===== src/rtl/wdt_pkg.sv =====
package wdt_pkg;
  localparam int W_MIN   = 8;
  localparam int BUS_W   = 32;
  localparam int ADDR_W  = 4;

  localparam int B_CAUSE = 3;
  localparam int B_FLAG  = 2;
  localparam int B_EN_A  = 1;
  localparam int B_EN_B  = 0;

  typedef enum logic [1:0] {
    SEL_CTRL0 = 2'd0,
    SEL_CTRL1 = 2'd1,
    SEL_TBASE = 2'd2,
    SEL_WIDTH = 2'd3
  } reg_sel_e;
endpackage


===== src/rtl/wdt_timebase.sv =====
module wdt_timebase #(
  parameter int TB_W = 32
) (
  input  logic            clk,
  input  logic            rst_n,
  output logic [TB_W-1:0] tb_o
);
  logic [TB_W-1:0] tb_q;

  always_ff @(posedge clk) begin
    if (!rst_n) tb_q <= '0;
    else        tb_q <= tb_q + TB_W'(1);
  end

  assign tb_o = tb_q;

  // strictly one step per clock
  a_r2_tb_step: assert property (@(posedge clk) disable iff (!rst_n)
    rst_n |=> tb_q == $past(tb_q) + TB_W'(1));
endmodule


===== src/rtl/wdt_interval.sv =====
module wdt_interval import wdt_pkg::*; #(
  parameter int WIDTH_MAX = 24,
  localparam int CW = WIDTH_MAX,
  localparam int WW = $clog2(WIDTH_MAX + 1)
) (
  input  logic          clk,
  input  logic          rst_n,
  input  logic          run_i,
  input  logic          feed_i,
  input  logic [WW-1:0] width_i,
  output logic          flag_o,
  output logic          rst_req_o
);
  logic [CW-1:0] cnt_q;
  logic [WW-1:0] act_w_q;
  logic          flag_q;
  logic          rst_req_q;
  logic [CW:0]   one_sh;
  logic [CW-1:0] mask;
  logic          wrap;
  logic          restart;

  always_comb begin
    one_sh  = (CW + 1)'(1) << act_w_q;
    mask    = one_sh[CW-1:0] - CW'(1);
    wrap    = run_i && (cnt_q == mask);
    restart = !run_i || feed_i || wrap;
  end

  always_ff @(posedge clk) begin
    if (!rst_n) begin
      cnt_q     <= '0;
      act_w_q   <= WW'(W_MIN);
      flag_q    <= 1'b0;
      rst_req_q <= 1'b0;
    end else begin
      rst_req_q <= 1'b0;
      if (restart) cnt_q <= '0;
      else         cnt_q <= cnt_q + CW'(1);
      if (restart) act_w_q <= width_i;
      if (feed_i) begin
        flag_q <= 1'b0;
      end else if (wrap) begin
        if (flag_q) rst_req_q <= 1'b1;
        else        flag_q    <= 1'b1;
      end
    end
  end

  assign flag_o    = flag_q;
  assign rst_req_o = rst_req_q;

  // request lasts one cycle and only ever follows a set flag
  a_r6_single_pulse: assert property (@(posedge clk) disable iff (!rst_n)
    rst_req_q |=> !rst_req_q);
  a_r6_needs_flag: assert property (@(posedge clk) disable iff (!rst_n)
    rst_req_q |-> flag_q);
  // a feed leaves neither flag nor request behind
  a_r7_feed_wins: assert property (@(posedge clk) disable iff (!rst_n)
    feed_i |=> (!flag_q && !rst_req_q));
  // idle counter sits at zero
  a_r8_idle_zero: assert property (@(posedge clk) disable iff (!rst_n)
    !run_i |=> cnt_q == '0);
endmodule


===== src/rtl/wdt_regs.sv =====
module wdt_regs import wdt_pkg::*; #(
  parameter int WIDTH_MAX   = 24,
  parameter bit ENABLE_ONCE = 1'b0,
  localparam int WW = $clog2(WIDTH_MAX + 1)
) (
  input  logic             clk,
  input  logic             rst_n,
  input  logic             por_n,
  input  logic             wr_i,
  input  reg_sel_e         sel_i,
  input  logic [BUS_W-1:0] wdata_i,
  input  logic             rst_req_i,
  input  logic             flag_i,
  input  logic [BUS_W-1:0] tb_i,
  output logic [BUS_W-1:0] rdata_o,
  output logic             run_o,
  output logic             feed_o,
  output logic [WW-1:0]    width_o
);
  logic          en_a_q, en_b_q, en_a_d, en_b_d;
  logic          cause_q;
  logic [WW-1:0] width_q, w_clamp;
  logic          locked;
  logic          wr_c0, wr_c1;

  assign wr_c0  = wr_i && (sel_i == SEL_CTRL0);
  assign wr_c1  = wr_i && (sel_i == SEL_CTRL1);
  assign locked = ENABLE_ONCE && en_a_q && en_b_q;

  always_comb begin
    en_a_d = en_a_q;
    en_b_d = en_b_q;
    if (wr_c0) begin
      en_a_d = wdata_i[B_EN_A];
      en_b_d = wdata_i[B_EN_B];
    end else if (wr_c1) begin
      en_b_d = wdata_i[B_EN_B];
    end
    if (locked) begin
      en_a_d = en_a_d | en_a_q;
      en_b_d = en_b_d | en_b_q;
    end
  end

  always_comb begin
    if (wdata_i < BUS_W'(W_MIN))          w_clamp = WW'(W_MIN);
    else if (wdata_i > BUS_W'(WIDTH_MAX)) w_clamp = WW'(WIDTH_MAX);
    else                                  w_clamp = wdata_i[WW-1:0];
  end

  always_ff @(posedge clk) begin
    if (!rst_n) begin
      en_a_q  <= 1'b0;
      en_b_q  <= 1'b0;
      width_q <= WW'(W_MIN);
    end else begin
      en_a_q <= en_a_d;
      en_b_q <= en_b_d;
      if (wr_i && (sel_i == SEL_WIDTH)) width_q <= w_clamp;
    end
  end

  // cause bit lives only in the power-on domain
  always_ff @(posedge clk) begin
    if (!por_n)                          cause_q <= 1'b0;
    else if (rst_req_i)                  cause_q <= 1'b1;
    else if (wr_c0 && wdata_i[B_CAUSE])  cause_q <= 1'b0;
  end

  always_comb begin
    unique case (sel_i)
      SEL_CTRL0: rdata_o = BUS_W'({cause_q, flag_i, en_a_q, en_b_q});
      SEL_CTRL1: rdata_o = BUS_W'(en_b_q);
      SEL_TBASE: rdata_o = tb_i;
      default:   rdata_o = BUS_W'(width_q);
    endcase
  end

  assign run_o   = en_a_q && en_b_q;
  assign feed_o  = wr_c0 && wdata_i[B_FLAG];
  assign width_o = width_q;

  // stored width always legal
  a_r4_width_legal: assert property (@(posedge clk) disable iff (!rst_n)
    (width_q >= WW'(W_MIN)) && (width_q <= WW'(WIDTH_MAX)));
  // a request always leaves the cause bit set
  a_r10_cause_set: assert property (@(posedge clk) disable iff (!por_n)
    rst_req_i |=> cause_q);

  generate
    if (ENABLE_ONCE) begin : g_lock_chk
      // armed watchdog stays armed
      a_r11_lock_holds: assert property (@(posedge clk) disable iff (!rst_n)
        (en_a_q && en_b_q) |=> (en_a_q && en_b_q));
    end
  endgenerate
endmodule


===== src/rtl/dual_stage_wdt.sv =====
module dual_stage_wdt import wdt_pkg::*; #(
  parameter int WIDTH_MAX   = 24,
  parameter bit ENABLE_ONCE = 1'b0
) (
  input  logic        clk,
  input  logic        por_n,
  input  logic        sys_rst_n,
  input  logic [3:0]  bus_addr,
  input  logic        bus_wr,
  input  logic [31:0] bus_wdata,
  output logic [31:0] bus_rdata,
  output logic        irq,
  output logic        rst_req
);
  localparam int WW = $clog2(WIDTH_MAX + 1);

  logic             rst_n;
  reg_sel_e         sel;
  logic [BUS_W-1:0] tb;
  logic             run, feed, flag;
  logic [WW-1:0]    width;
  logic [1:0]       unused_lo;

  assign rst_n     = por_n && sys_rst_n;
  assign sel       = reg_sel_e'(bus_addr[3:2]);
  assign unused_lo = bus_addr[1:0];

  wdt_timebase #(.TB_W(BUS_W)) u_tb (
    .clk  (clk),
    .rst_n(rst_n),
    .tb_o (tb)
  );

  wdt_regs #(.WIDTH_MAX(WIDTH_MAX), .ENABLE_ONCE(ENABLE_ONCE)) u_regs (
    .clk      (clk),
    .rst_n    (rst_n),
    .por_n    (por_n),
    .wr_i     (bus_wr),
    .sel_i    (sel),
    .wdata_i  (bus_wdata),
    .rst_req_i(rst_req),
    .flag_i   (flag),
    .tb_i     (tb),
    .rdata_o  (bus_rdata),
    .run_o    (run),
    .feed_o   (feed),
    .width_o  (width)
  );

  wdt_interval #(.WIDTH_MAX(WIDTH_MAX)) u_ivl (
    .clk      (clk),
    .rst_n    (rst_n),
    .run_i    (run),
    .feed_i   (feed),
    .width_i  (width),
    .flag_o   (flag),
    .rst_req_o(rst_req)
  );

  assign irq = flag;
endmodule


===== config.mk =====
export PLATFORM = sky130hd
export DESIGN_NAME = dual_stage_wdt
export DESIGN_NICKNAME = d
export VERILOG_FILES = /design/src/rtl/wdt_pkg.sv /design/src/rtl/wdt_timebase.sv /design/src/rtl/wdt_interval.sv /design/src/rtl/wdt_regs.sv /design/src/rtl/dual_stage_wdt.sv
export SDC_FILE = /design/constraint.sdc
export NUM_CORES = 1
export LEC_CHECK = 0
export BUFFER_PORTS_ARGS = -buffer_cell sky130_fd_sc_hd__buf_2
export CORE_UTILIZATION = 57
export CTS_BUF_LIST = sky130_fd_sc_hd__clkbuf_16
export DETAILED_ROUTE_END_ITERATION = 6
export PLACE_DENSITY = 0.81
export SLEW_MARGIN = 20
export SYNTH_ARGS = -nofsm -noshare
export SYNTH_HDL_FRONTEND = slang
export SYNTH_SLANG_ARGS = --single-unit

===== constraint.sdc =====
create_clock -name clk -period 3.99 [get_ports clk]
set_input_delay 0.5985 -clock clk [delete_from_list [all_inputs] [get_ports clk]]
set_output_delay 0.5985 -clock clk [all_outputs]
set_load 0.02 [all_outputs]

==> key figures <==
Clocking
  – H-tree Lvls: 3
  – Hold buffer count at CTS: 0
  – Setup bufs post-CTS: 0
  – Root Driver: clkbuf_16
  – Clk_lat worst skew: roughly 0.33 ns
  – CTS clk-pin slew, worst paths: approximately 0.060 ns
  – Total clock sinks: 71
  – Post-CTS Resized: 0
  – CTS tree: done
  – Total CTS buffers: 9
  – Clock tree buffer depth: 2

Global route
  – Global-route wire length before repair: ~19000 um
  – Vias in the first global route: 4017
  – Gr usage total: around 27%
  – Initial antenna violation count: 0
  – Largest net degree at the start of global routing: 40
  – Global route overflow: 0

Flow run
  – Max_cap viols: 0

Setup path
  – Critical path class: reg2reg
  – Worst path required time: 4.18 ns
  – Worst setup path start: u_ivl.act_w_q[1]$_SDFFE_PN0P_
  – Worst setup EP type: flop
  – CP Max Fanout: 23
  – Crit path launch type: flop
  – Reg2reg start: u_ivl.act_w_q[1]$_SDFFE_PN0P_
  – Worst Path Arrival: ~3.7 ns

Place
  – GP Congestion: ~0.98
  – Placed insts: slightly above 700
  – DP HPWL: slightly below 8000 um
  – IO buf count: 71

Synthesis
  – Avg Cell Area, Syn: 7.908 um^2
  – Yosys warns: 0
  – Synth Instances: ~560
  – Post-synth EDFFs: 0
  – Netlist cell types: approximately 70
  – Seq/Total Area, Yosys: about a third
  – FF+latch count, synth: around 70
  – Synthesized area: approximately 0.0044 mm^2
  – Async S/R FF share, synth: 0%
  – Net count after synthesis: between 600 and 700
  – Synth Flop Type: dfxtp_1

STA
  – FMAX: roughly 0.28 GHz
  – Post-layout min period: about 3.5 ns
  – Final period util: approximately nine tenths
  – TNS Setup: 0 ns
  – Final number of max-transition violations: 0
  – Unrepaired setup endpoints after global routing: no
  – Final setup vio count: 0
  – Final Hold Vio Count: 0
  – Slew @ Worst Pin: roughly 0.97 ns
  – Final Skew: about 0.012 ns
  – Slew margin rel.: 34.75%

Finish
  – Fill cell count: between 600 and 700
  – Fin nets: 669
  – Layout area overhead: 15.91%
  – Share of cells above drive strength 1: 18.07%
  – ANT cells: 0
  – Fin cells: 730
  – Commonest non-fill, non-tap cell in the layout: nor2_1
  – Commonest cells after routing, fill and taps aside: nor2_1, buf_2, dfxtp_1

Floorplanning
  – DIE HEIGHT: about 90 um
  – Die area: slightly above 0.008 mm^2
  – Row cnt: 31
  – Initial core utilization: 59.99%
  – Core Footprint: about 0.0074 mm^2
  – IO Count: 74
  – DIE WIDTH: between 90 and 100 um

Routing
  – Drt wl/cell: between 10 and 15 um
  – WL met2: about 5100 um
  – Met1 WL: just under 5000 um
  – DRC: 0
  – Via Count: roughly 4400
  – DRT Pass-1 Iters: 5
  – Vias per std cell: 5.971
  – Final wirelength: roughly 11000 um
  – Top sig layer: met4
  – Antenna viol nets, final: 0
  – Iter 0 DRT Violations: about 200
  – Metal3 WL: between 600 and 700 um

Power and ir drop
  – Worst vdd rail ir drop: 280.0 uV
  – Leakage power: ~0.0020 uW
  – Pwr/cell area: ~300 mW/mm^2

Worst hold path
  – Worst hold path startpoint: u_tb.tb_o[0]$_SDFF_PN0_
  – Hold Crit Class: reg2reg

Status
  – Status: finished, final reports clean
==> through the flow <==
step | setup slack [ns] | instance area (um^2) | utilization (%) | power (uW) | hold slack, ns
after floorplan | 0.7793 | 4444 | - | 755.4 | 0.4291
after global placement | 0.5603 | 4855 | 65.53 | 781.6 | 0.4549
after CTS | 0.4703 | 5151 | 69.53 | 1572 | 0.4856
after detailed placement | 0.5004 | 4855 | 65.53 | 783.8 | 0.4712
after global routing | 0.2228 | 5151 | 69.53 | 1610 | 0.5086
final | 0.4780 | 5151 | 69.53 | 1559 | 0.4812
==> flip-flops by register name (all words and copies together), names as in the netlist <==
register / cells
u_ivl.act_w_q: 5
u_ivl.cnt_q: 24
u_ivl.flag_o: 1
u_ivl.rst_req_o: 1
u_regs.cause_q: 1
u_regs.en_a_q: 1
u_regs.en_b_q: 1
u_regs.width_o: 5
u_tb.tb_o: 32
==> path summary, 6_finish.rpt <==
kind,to,slack (ns),cells past startpoint
max,u_ivl.cnt_q[22]$_SDFF_PP0_,0.48,11
min,u_tb.tb_o[0]$_SDFF_PN0_,0.48,1
max reg2reg,u_ivl.cnt_q[22]$_SDFF_PP0_,0.48,11
min reg2reg,u_tb.tb_o[0]$_SDFF_PN0_,0.48,1
==> where the power goes <==
part           switching (uW)  internal, uW
Sequential               1.72           711
Combinational            32.2          24.0
Clock                     307           484
Total                     341          1220
==> cell families after synthesis <==
group | count (synthesis) | share of synthesized area, %
simple gates | 291 | 35.30
buf+inv | 41 | 4.589
fa+ha+maj | 3 | 0.8447
xor+xnor | 51 | 10.05
flops | 71 | 31.98
compound gates | 97 | 15.43
mux | 8 | 1.802
==> worst max-delay path, stage by stage (launching register included) <==
cell and delay [ns]:
dfxtp_1 0.31, or3_1 0.39, or3_1 0.32, ha_1 0.40, buf_4 0.25, nor4_1 0.23, and4_1 0.24, a311o_1 0.13
o2111ai_1 0.18, nor4_4 0.47, a21bo_4 0.37, nor2_1 0.10
==> metal layers <==
metal / global-route usage [%] / up-vias
met4: 7.796 / 0
met1: 35.64 / 2051
met5: 0 / -
met2: 46.50 / 158
met3: 4.377 / 12
li1: - / 2138
==> layout make-up <==
class / instances / area (um^2) / share of cell area (%)
multi-input cells: 450 / 2819 / 54.72
flip-flops and latches: 71 / 1421 / 27.59
repair buffers: 84 / 452.9 / 8.793
clock buffers: 9 / 225.2 / 4.372
well taps: 99 / 123.9 / 2.405
clock inverters: 7 / 71.32 / 1.385
inverters: 10 / 37.54 / 0.7287
==> synthesized netlist by cell type, types with 4 or more instances <==
master,count,area share (%)
a22oi_1,4,0.68
buf_2,9,1.0
nand2_1,36,3.0
and4_1,6,1.2
nor4_1,14,2.0
inv_1,10,0.84
o211ai_1,7,1.2
nand4_1,13,1.8
nor3_1,12,1.4
mux2i_1,8,1.8
o221ai_1,4,0.79
clkbuf_1,12,1.0
o21ai_0,25,2.8
a21oi_1,15,1.7
nand3_1,36,4.1
xor2_1,34,6.7
o21a_1,6,1.0
dfxtp_1,71,32
nor2_1,74,6.3
or3_1,12,1.7
xnor2_1,17,3.4
a32oi_1,5,0.99
and3_1,17,2.4
nor2b_1,12,1.7
buf_4,4,0.68
and2_1,30,4.2
(Power assumes the default switching activity.)
